[config.mk]
export PLATFORM = sky130hd
export DESIGN_NAME = digit_lock
export DESIGN_NICKNAME = d
export VERILOG_FILES = /design/src/rtl/lock_pkg.sv /design/src/rtl/lock_ctrl.sv /design/src/rtl/lock_next_logic.sv /design/src/rtl/lock_datapath.sv /design/src/rtl/digit_lock.sv
export SDC_FILE = /design/constraint.sdc
export NUM_CORES = 1
export LEC_CHECK = 0
export ABC_AREA = 0
export BUFFER_PORTS_ARGS = -buffer_cell sky130_fd_sc_hd__buf_2
export CAP_MARGIN = 5
export CELL_PAD_IN_SITES_DETAIL_PLACEMENT = 0
export CELL_PAD_IN_SITES_GLOBAL_PLACEMENT = 1
export CORE_AREA = 2 2 39 41
export CTS_CLUSTER_DIAMETER = 50
export DETAILED_ROUTE_END_ITERATION = 8
export DIE_AREA = 0 0 41 43
export HOLD_SLACK_MARGIN = 0.03
export PLACE_DENSITY_LB_ADDON = 0.1
export SLEW_MARGIN = 10
export SYNTH_ARGS = -nofsm -noshare
export SYNTH_HDL_FRONTEND = slang
export SYNTH_SLANG_ARGS = --single-unit
[constraint.sdc]
create_clock -name clk -period 1.1 [get_ports clk]
set_input_delay 0.11 -clock clk [delete_from_list [all_inputs] [get_ports clk]]
set_output_delay 0.11 -clock clk [all_outputs]
set_load 0.02 [all_outputs]
[src/rtl/lock_pkg.sv]
package lock_pkg;
  localparam int DIGIT_W = 4;
  localparam int STATE_W = 2;
  localparam int TBL_IDX_W = STATE_W + DIGIT_W;
  localparam int TBL_DEPTH = 1 << TBL_IDX_W;
  localparam int ENTRY_W = STATE_W + 1;

  localparam logic [DIGIT_W-1:0] KEY_FIRST  = 4'd3;
  localparam logic [DIGIT_W-1:0] KEY_SECOND = 4'd8;
  localparam logic [DIGIT_W-1:0] KEY_THIRD  = 4'd4;

  localparam logic [STATE_W-1:0] ST_IDLE = 2'd0;
  localparam logic [STATE_W-1:0] ST_ONE  = 2'd1;
  localparam logic [STATE_W-1:0] ST_TWO  = 2'd2;
  localparam logic [STATE_W-1:0] ST_OPEN = 2'd3;

  typedef struct packed {
    logic clear;
    logic load;
  } lockStrobe_t;

  // Table entry for index {state, digit}: {next[1:0], unlock}
  function automatic logic [ENTRY_W-1:0] tableEntry(input logic [TBL_IDX_W-1:0] idx);
    logic [STATE_W-1:0] cur;
    logic [DIGIT_W-1:0] dig;
    logic [STATE_W-1:0] nxt;
    cur = idx[TBL_IDX_W-1:DIGIT_W];
    dig = idx[DIGIT_W-1:0];
    case (cur)
      ST_IDLE: nxt = (dig == KEY_FIRST) ? ST_ONE : ST_IDLE;
      ST_ONE:  nxt = (dig == KEY_SECOND) ? ST_TWO :
                     (dig == KEY_FIRST) ? ST_ONE : ST_IDLE;
      ST_TWO:  nxt = (dig == KEY_THIRD) ? ST_OPEN :
                     (dig == KEY_FIRST) ? ST_ONE : ST_IDLE;
      default: nxt = ST_IDLE;
    endcase
    return {nxt, (cur == ST_OPEN)};
  endfunction
endpackage

[src/rtl/lock_ctrl.sv]
module lock_ctrl
  import lock_pkg::*;
(
  input  logic        rst,
  input  logic        digitValid,
  output lockStrobe_t strobe
);
  always_comb begin
    strobe.clear = rst;
    strobe.load  = digitValid & ~rst;
  end
endmodule

[src/rtl/lock_next_logic.sv]
module lock_next_logic
  import lock_pkg::*;
#(
  parameter bit USE_TABLE = 1'b0
) (
  input  logic [STATE_W-1:0] curState,
  input  logic [DIGIT_W-1:0] digit,
  output logic [STATE_W-1:0] nextState,
  output logic               unlockNow
);
  generate
    if (USE_TABLE) begin : g_table
      logic [ENTRY_W-1:0] tableMem [TBL_DEPTH];
      logic [ENTRY_W-1:0] entry;
      for (genvar i = 0; i < TBL_DEPTH; i++) begin : g_fill
        assign tableMem[i] = tableEntry(TBL_IDX_W'(i));
      end
      assign entry     = tableMem[{curState, digit}];
      assign nextState = entry[ENTRY_W-1:1];
      assign unlockNow = entry[0];
    end else begin : g_logic
      logic isFirst, isSecond, isThird;
      logic inIdle, inOne, inTwo;
      assign isFirst  = (digit == KEY_FIRST);
      assign isSecond = (digit == KEY_SECOND);
      assign isThird  = (digit == KEY_THIRD);
      assign inIdle   = (curState == ST_IDLE);
      assign inOne    = (curState == ST_ONE);
      assign inTwo    = (curState == ST_TWO);
      // one-hot targets, then encode
      logic goOne, goTwo, goOpen;
      assign goOne  = isFirst & (inIdle | inOne | inTwo);
      assign goTwo  = isSecond & inOne;
      assign goOpen = isThird & inTwo;
      assign nextState = {goTwo | goOpen, goOne | goOpen};
      assign unlockNow = (curState == ST_OPEN);
    end
  endgenerate
endmodule

[src/rtl/lock_datapath.sv]
module lock_datapath
  import lock_pkg::*;
#(
  parameter bit USE_TABLE = 1'b0
) (
  input  logic               clk,
  input  lockStrobe_t        strobe,
  input  logic [DIGIT_W-1:0] digit,
  output logic [STATE_W-1:0] stateQ,
  output logic               unlock
);
  logic [STATE_W-1:0] nextState;

  lock_next_logic #(.USE_TABLE(USE_TABLE)) u_next (
    .curState (stateQ),
    .digit    (digit),
    .nextState(nextState),
    .unlockNow(unlock)
  );

  always_ff @(posedge clk) begin
    if (strobe.clear)     stateQ <= ST_IDLE;
    else if (strobe.load) stateQ <= nextState;
  end
endmodule

[src/rtl/digit_lock.sv]
module digit_lock
  import lock_pkg::*;
#(
  parameter bit USE_TABLE = 1'b0
) (
  input  logic               clk,
  input  logic               rst,
  input  logic [DIGIT_W-1:0] digit,
  input  logic               digitValid,
  output logic               unlock,
  output logic [STATE_W-1:0] state
);
  lockStrobe_t strobe;

  lock_ctrl u_ctrl (
    .rst       (rst),
    .digitValid(digitValid),
    .strobe    (strobe)
  );

  lock_datapath #(.USE_TABLE(USE_TABLE)) u_dp (
    .clk   (clk),
    .strobe(strobe),
    .digit (digit),
    .stateQ(state),
    .unlock(unlock)
  );
endmodule

# Word-level counts from Yosys, hierarchy flattened
# Index checks and enable logic that the tools add are counted.
[word_totals]
reg_bits = 2
input_bits = 7
out_inout_bits = 3
word_cells = 17
[op_classes]
eq_ne = 6
bitwise = 9
reduce_logical = 1
[ops]
columns = ["operator", "n"]
rows = [
  ["1-bit AND", 4],
  ["2-bit equality test, second input constant", 2],
  ["4-bit by 2-bit equality test with 1-bit output, second input constant", 1],
  ["4-bit by 3-bit equality test with 1-bit output, second input constant", 1],
  ["4-bit equality test, second input constant", 1],
  ["1-bit OR", 4],
  ["2-bit by 1-bit equality test with 1-bit output, second input constant", 1],
  ["2-bit logical NOT", 1],
  ["1-bit NOT", 1],
]

# Depth between registers and ports, before layout
# Gate-level depths: netlist (run 1).
[depth]
depth_word = 5
depth_mapped = 3
depth_no_buf = 3

# Cells and area by module
# Synthesis (run 1) repeated with hierarchy kept, for this count alone.
[unflattened]
cells_unflattened = 16
hier_area_um2 = 161.4
[modules_own_cells]
columns = ["module", "n_inst", "cells_each", "area_per_inst_um2", "seq_area_each_um2"]
rows = [
  ["lock_next_logic", 1, 8, 72.6, 0.0],
  ["lock_datapath", 1, 6, 67.6, 40.0],
  ["lock_ctrl", 1, 2, 21.3, 0.0],
]

# Worst setup path after synthesis (run 1)
# OpenSTA, ideal clock, no wires.
[synth_path]
path_kind = "reg-to-reg"
start = "register u_dp.stateQ[1]"
end = "register u_dp.stateQ[0]"
setup_time_ns = 0.122
t_arrival_ns = 0.936
required_ns = 0.978
slack_ns = 0.042
stages_incl_launch_ff = 4
path_buffers = 0
period_less_slack_ns = 1.058
path_cell_list = "dfxtp_1 and2_1 nand4b_1 o21ai_1"
[synth_via]
elab_chain_len = 5
elab_cells_between_ends = 8
classes_between = "eq/ne: 2; bitwise: 5; reduce/logical: 1"
[synth_lines]
columns = ["item", "line", "source"]
rows = [
  ["start: declaration", "lock_datapath.sv:9", "output logic [STATE_W-1:0] stateQ,"],
  ["start signal: assignment", "lock_datapath.sv:23", "else if (strobe.load) stateQ <= nextState;"],
  ["2-bit by 1-bit equality test with 1-bit output / 2-bit logical NOT (equally long branches)", "lock_next_logic.sv:28, lock_next_logic.sv:27", ""],
  ["1-bit OR (2 in series)", "lock_next_logic.sv:32", "assign goOne = isFirst & (inIdle | inOne | inTwo);"],
  ["1-bit AND", "lock_next_logic.sv:32", ""],
  ["1-bit OR *", "lock_next_logic.sv:35", "assign nextState = {goTwo | goOpen, goOne | goOpen};"],
]
# Mark *: on every way between the ends. The rest lies on a longest branch, timed or not.
# A chain may end at the register's enable or synchronous reset.

# Worst setup path after layout (run 1)
[layout_path]
start = "register u_dp.stateQ[1]"
end = "output unlock"
[layout_via]
elab_chain_len = 1
[layout_lines]
columns = ["item", "line", "source"]
rows = [
  ["2-bit equality test", "lock_next_logic.sv:36", "assign unlockNow = (curState == ST_OPEN);"],
  ["end: declaration", "digit_lock.sv:10", "output logic unlock,"],
]
# No other way between the ends.

==> results of run 1 <==
==> per-stage QoR <==
stage,hold slack (ns),std cells,setup slack (ns),util
floorplan,0.2059,14,0.04204,-
global placement,0.3400,39,0.09630,0.1356
detailed placement,0.3360,39,0.09527,0.1356
CTS,0.09699,42,0.04358,0.1519
global route,0.1129,42,0.02168,0.1528
finish,0.09455,42,0.07092,0.1528
==> final timing paths <==
kind                                       end  depth (start not counted)  slack (ns)
worst max-delay path                    unlock                          2        0.07
worst max register to register  u_dp.stateQ[0]                          3        0.14
worst min register to register  u_dp.stateQ[1]                          2        0.49
worst min-delay path            u_dp.stateQ[0]                          2        0.09
==> cell type report <==
| class | count | area share |
|---|---|---|
| multi-input combinational | 12 | 0.3905 |
| clock buffer | 3 | 0.1065 |
| sequential | 2 | 0.1953 |
| timing repair buffer | 9 | 0.2130 |
| tap | 16 | 0.09467 |
==> cell families after synthesis <==
| kind of cell | after synthesis |
|---|---|
| simple gates | 8 |
| flops | 2 |
| compound gates | 4 |
==> cells in the final DEF (no fill, tap or decap) <==
| cell | count |
|---|---|
| sky130_fd_sc_hd__nor2_1 | 2 |
| sky130_fd_sc_hd__buf_2 | 9 |
| sky130_fd_sc_hd__clkbuf_4 | 3 |
| sky130_fd_sc_hd__nor2b_1 | 1 |
| sky130_fd_sc_hd__and2_1 | 1 |
| sky130_fd_sc_hd__nand4_1 | 1 |
| sky130_fd_sc_hd__and4bb_1 | 1 |
| sky130_fd_sc_hd__o21ai_1 | 2 |
| sky130_fd_sc_hd__nor3b_1 | 1 |
| sky130_fd_sc_hd__dfxtp_2 | 1 |
| sky130_fd_sc_hd__dfxtp_1 | 1 |
| sky130_fd_sc_hd__nand4b_1 | 1 |
| sky130_fd_sc_hd__a32oi_1 | 2 |
==> metal layers <==
layer  vias up  GRT usage  routed length (um)
li1         81          -                   -
met1        68    0.07029                 185
met2         8    0.05938                 148
met3         0    0.06283                  32
met4         0    0.06000                   0
met5         -          0                   0
==> cell usage after synthesis <==
cell type | count | area, sq um
sky130_fd_sc_hd__dfxtp_1 | 2 | 40.04
sky130_fd_sc_hd__and4bb_1 | 1 | 12.51
sky130_fd_sc_hd__and2_1 | 1 | 6.260
sky130_fd_sc_hd__o21ai_1 | 2 | 10.01
sky130_fd_sc_hd__nor2_1 | 2 | 7.510
sky130_fd_sc_hd__nand4b_1 | 1 | 8.760
sky130_fd_sc_hd__nor2b_1 | 1 | 6.260
sky130_fd_sc_hd__nor3b_1 | 1 | 7.510
sky130_fd_sc_hd__a32oi_1 | 2 | 17.52
sky130_fd_sc_hd__nand4_1 | 1 | 6.260
==> power groups by stage <==
stage               combinational, uW  clock (uW)  sequential, uW
CTS                              24.0         174            74.3
floorplan                        7.44           0            75.8
global route                     26.9         190            74.4
global placement                 23.7           0            75.2
finish                           23.6         163            74.4
detailed placement               24.0           0            75.2
==> repair_timing <==
item,4_1_cts,5_1_grt
hold buffers,0,0
setup endpoints to repair,0,1
gates resized for setup,0,1
==> impl_summary.txt, run 1 <==
----------------------------------------------------
[Status]
  Outcome ... finished clean

[STA]
  Min Tclk post-route ... 1.029 ns
  Total setup violations reported at the end of the flow ... 0
  Remaining max-slew budget at the tightest pin ... 0.8224
  Max Clock Skew ... 0.002129 ns
  Final max-slew violation count ... 0
  Upper clock frequency limit ... 0.9717 GHz
  Period utilization ... 0.9355
  Setup repair after global routing missed its margin ... no
  Transition time of the tightest slew-check pin ... 0.2658 ns
  Final hold viol count ... 0
  Total Neg Setup Slack ... 0 ns

[Synth]
  Share of synthesized area occupied by flip-flops and latches ... 0.3265
  Post-synthesis net count ... 21
  Total of flip-flops plus latches after synthesis ... 2
  Synthesized-area fraction occupied by xor and xnor cells ... 0
  Avg Inst Size Synth ... 8.758 sq um
  Combined area of all synthesized cells ... 122.6 sq um
  Simple-Gate Fraction of Synth Area ... 0.4490
  Cells after synthesis ... 14
  Count of unique library cells instantiated by Yosys ... 10
  Synthesis warning total ... 0
  Fraction of the mapped netlist area in adder cells ... 0
  Largest family of logic cells by synthesized area ... simple AND/OR/NAND/NOR gates
  Share of synthesized area spent on multiplexers ... 0
  Post-synthesis compound-gate area fraction ... 0.2245

[Critical path]
  RR Startpoint ... u_dp.stateQ[1]
  Origin of the worst setup path ... u_dp.stateQ[1]
  Data required time at the worst endpoint ... 0.99 ns
  Type of the setup path with the least slack ... reg2out
  Crit-path leading delay family ... flip-flops
  Slowest Stage Delay on Critical Path ... 0.37 ns
  Crit start category ... register
  Critical Path Slowest Stage Cell ... sky130_fd_sc_hd__dfxtp_1
  Crit-path cells ... and2_1 -> buf_2
  Largest driver fanout on the critical path ... 5
  Critical Path Sink Type ... primary output
  Buffers plus inverters on the worst setup path ... 1
  Data arrival at the endpoint of the critical path ... 0.92 ns

[Clock network]
  Clk slew on worst S/H paths ... 0.03 ns
  CTS buffer count ... 3
  # Post-CTS Setup Buffers ... 0
  Worst-Skew Late Latency ... 0.22 ns
  Maximum level of the CTS H-tree ... 1
  CTS tree ... done
  CTS sink cnt ... 2
  Max Buffers Root-to-Sink ... 2
  Clock root buffer ... sky130_fd_sc_hd__clkbuf_4

[Global route]
  Total global routing track utilization ... 0.06212
  Global-route congestion overflow total ... 0
  Antenna violations before repair ... 0
  Largest net degree at the start of global routing ... 6
  Global-route wire length before repair ... 621 um
  Vias in the first global route ... 155

[Cells and area]
  Area used by sequential logic in the layout ... 41.29 sq um
  Registers with the highest flip-flop counts ... u_dp.stateQ x2
  Cell area after layout ... 211.5 sq um
  Post-layout net count ... 35
  Area used by multi-input combinational logic ... 82.58 sq um
  Inserted Diodes ... 0
  Layout Area Growth over Synthesis ... 72.45%
  Number of flip-flops in the largest register ... 2
  Fill cell instance count of the final layout ... 162
  Register with the most flip-flops ... u_dp.stateQ
  Layout cell share with drive strength beyond 1 ... 0.5000

[Detailed routing]
  Vias ... 157
  Average wire per cell in the routed design ... 8.738 um
  DRC violations left ... 0
  Number of detailed-routing iterations run before antenna repair ... 4
  Via-to-Cell Ratio ... 3.738
  Routed Wire Length ... 367 um
  Number of antenna-violating nets in the routed design ... 0
  Violation count after the first detailed-routing iteration ... 4

[Floorplanning]
  Chip Width ... 41 um
  Core Area ... 1384 sq um
  I/O pin count ... 10
  Die height ... 43 um
  Core Rows ... 14
  Initial cell density of the core ... 0.08861
  Die outline area ... 1763 sq um

[Place]
  Last weighted congestion value of the routability-driven placer ... 0.5629
  Instance area after placement ... 187.7 sq um
  Port buffer count ... 9

[Pwr]
  Portion of total power attributed to the clock network ... 0.624
  Total chip power ... 260.9 uW
  Share of total power consumed by net switching ... 0.2100
  Net load switching power ... 54.78 uW
  Leakage power of the design ... 0.00009357 uW
  Share of total power in sequential cells ... 0.285
  Combinational cell fraction of total power ... 0.091
  Power per standard cell area ... 1234 nW/um^2
  Worst IR Drop VDD ... 301.6 uV
  Internal power ... 206.1 uW

[Hold path]
  Worst min-delay path category ... in2reg
  Worst Min Path Start ... digit[3]

[Flow run]
  Count of max-cap constraint violations ... 0

----------------------------------------------------
(Power assumes the default switching activity.)
==> inputs of run 2 (changes only) <==
Settings changed: PLACE_DENSITY set to 0.43, PLACE_DENSITY_LB_ADDON 0.1 to unset.
Clock period 1.1 ns to 1.2 ns, I/O delays scaled along.
==> run 2 against run 1 <==
Worst hold slack improved by 0.030 ns. Via count increased by 2.5%. Flip-flop and latch count unchanged. Register-to-register slack gained 0.08 ns. Combinational power decreased by 7%. Wire length rose by 7.9%. Clock power down 10%. Critical path depth stayed put. Setup slack better by 0.093 ns. Sequential power down 8.3%. Sequential share of layout area shrank 0.48 points. Core utilization is 0.090 points lower. Critical path type unchanged. Largest power group unchanged. Highest routed layer unchanged.
==> impl_summary.txt, run 2 (synthesis results as in run 1) <==
----------------------------------------------------
[Status]
  Outcome ... finished clean

[Detailed routing]
  Vias ... 161 (+2.5%)
  Routed Wire Length ... 396 um (+7.9%)
  Via-to-Cell Ratio ... 3.833 (+2.5%)
  Average wire per cell in the routed design ... 9.429 um (+7.9%)
  DRC violations left ... 0 (unchanged)
  Number of detailed-routing iterations run before antenna repair ... 4 (unchanged)
  Violation count after the first detailed-routing iteration ... 7 (+3)
  Number of antenna-violating nets in the routed design ... 0 (unchanged)

[Clock network]
  Hold buffers post-CTS ... 0 (unchanged)
  # Post-CTS Setup Buffers ... 0 (unchanged)
  Clk slew on worst S/H paths ... 0.03 ns (about the same)
  Post-cts resize count ... 0 (unchanged)
  CTS tree ... done
  Worst-Skew Late Latency ... 0.22 ns (about the same)
  CTS buffer count ... 3 (unchanged)
  Max Buffers Root-to-Sink ... 2 (unchanged)
  CTS sink cnt ... 2 (unchanged)
  Clock root buffer ... sky130_fd_sc_hd__clkbuf_4
  Maximum level of the CTS H-tree ... 1 (unchanged)

[STA]
  Total Neg Setup Slack ... 0 ns (unchanged)
  Total setup violations reported at the end of the flow ... 0 (unchanged)
  Setup repair after global routing missed its margin ... no
  Period utilization ... 0.8630
  Remaining max-slew budget at the tightest pin ... 0.8199 (-0.002527)
  Upper clock frequency limit ... 0.9656 GHz
  Min Tclk post-route ... 1.036 ns
  Transition time of the tightest slew-check pin ... 0.2695 ns (+0.003781 ns)
  Final max-slew violation count ... 0 (unchanged)
  PnR worst setup slack ... 0.1644 ns (+0.09344 ns)
  Max Clock Skew ... 0.0001715 ns (-0.001958 ns)
  Final hold viol count ... 0 (unchanged)

[Cells and area]
  Post-layout net count ... 35 (unchanged)
  Registers with the highest flip-flop counts ... u_dp.stateQ x2
  Final std cells w/o fill ... 42 (unchanged)
  Number of flip-flops in the largest register ... 2 (unchanged)
  Register with the most flip-flops ... u_dp.stateQ
  Layout cell share with drive strength beyond 1 ... 0.4615 (-0.03846)
  Fill cell instance count of the final layout ... 163 (+0.62%)
  Layout Area Growth over Synthesis ... 71.43%
  Inserted Diodes ... 0 (unchanged)
  Most common cell after layout, fill and taps aside ... sky130_fd_sc_hd__buf_2
  Most frequent cells in the layout ... sky130_fd_sc_hd__buf_2 (9), sky130_fd_sc_hd__clkbuf_4 (3)

[Floorplanning]
  Initial cell density of the core ... 0.08861 (unchanged)
  Die height ... 43 um (unchanged)
  I/O pin count ... 10 (unchanged)
  Chip Width ... 41 um (unchanged)
  Core Area ... 1384 sq um (unchanged)
  Core Rows ... 14 (unchanged)
  Die outline area ... 1763 sq um (unchanged)

[Critical path]
  Critical Path Sink Type ... primary output
  Data arrival at the endpoint of the critical path ... 0.92 ns (about the same)
  Type of the setup path with the least slack ... reg2out
  Largest driver fanout on the critical path ... 5 (unchanged)
  Crit start category ... register
  R2r setup slk ... 0.22 ns (+0.08 ns)
  Data required time at the worst endpoint ... 1.08 ns (+0.09 ns)

[Global route]
  Total global routing track utilization ... 0.05812 (-0.004008)
  Global-route congestion overflow total ... 0 (unchanged)
  Global-route wire length before repair ... 586 um (-5.6%)
  Antenna violations before repair ... 0 (unchanged)
  Largest net degree at the start of global routing ... 6 (unchanged)
  Vias in the first global route ... 175 (+13%)

[Place]
  DP Wirelength ... 311.4 um
  Port buffer count ... 9 (unchanged)
  Setup slack after placement ... 0.2246 ns (+0.1294 ns)
  Cells after DPL ... 39 (unchanged)
  Last weighted congestion value of the routability-driven placer ... 0.6093 (+8.2%)

[Pwr]
  Power per standard cell area ... 1122 nW/um^2 (-9.1%)
  Worst IR Drop VDD ... 187.8 uV (-38%)
  Leakage power of the design ... 0.00009307 uW (-0.53%)
  Total chip power ... 235.8 uW (-9.6%)

[Flow run]
  Count of max-cap constraint violations ... 0 (unchanged)

[Hold path]
  Worst min-delay path category ... in2reg

----------------------------------------------------
## run 2: cell count changes in the layout (fill, tap and decap cells not counted)
cell,before,now
sky130_fd_sc_hd__dfxtp_2,1,0
sky130_fd_sc_hd__dfxtp_1,1,2
## run 2: per-stage QoR
step,hold WS (ns),utilization,area (sq um)
global placement,0.3592,0.1356,187.7
detailed placement,0.3541,0.1356,187.7
finish,0.1243,0.1519,210.2
global route,0.1289,0.1519,210.2
CTS,0.1159,0.1519,210.2
floorplan,0.2159,-,122.6
## run 2: cell type report
| class | count | area, sq um | area share |
|---|---|---|---|
| timing repair buffer | 9 | 45.04 | 0.2143 |
| sequential | 2 | 40.04 | 0.1905 |
| multi-input combinational | 12 | 82.58 | 0.3929 |
| tap | 16 | 20.02 | 0.09524 |
| clock buffer | 3 | 22.52 | 0.1071 |
## run 2: path summary, 6_finish.rpt
path               endpoint  depth (start not counted)           start
min          u_dp.stateQ[0]                          2        digit[3]
max                  unlock                          2  u_dp.stateQ[0]
min reg2reg  u_dp.stateQ[1]                          1  u_dp.stateQ[1]
max reg2reg  u_dp.stateQ[1]                          3  u_dp.stateQ[0]
## run 2: report_power, final
group	leakage (uW)	switching [uW]	internal, uW
clock network	0.0000138	35.6	110
logic	0.0000631	11.1	10.9
registers	0.0000161	0.601	67.6
total	0.0000931	47.2	189
## run 2: critical path: stages (launching register included)
cell	delay [ns]
sky130_fd_sc_hd__dfxtp_1	0.38
sky130_fd_sc_hd__and2_1	0.15
sky130_fd_sc_hd__buf_2	0.16
## run 2: routing by layer
| metal | GRT usage | vias to the layer above | share of wire |
|---|---|---|---|
| li1 | - | 82 | - |
| met1 | 0.04792 | 69 | 0.44 |
| met2 | 0.06875 | 10 | 0.38 |
| met3 | 0.04712 | 0 | 0.18 |
| met4 | 0.08000 | 0 | 0 |
| met5 | 0 | - | 0 |
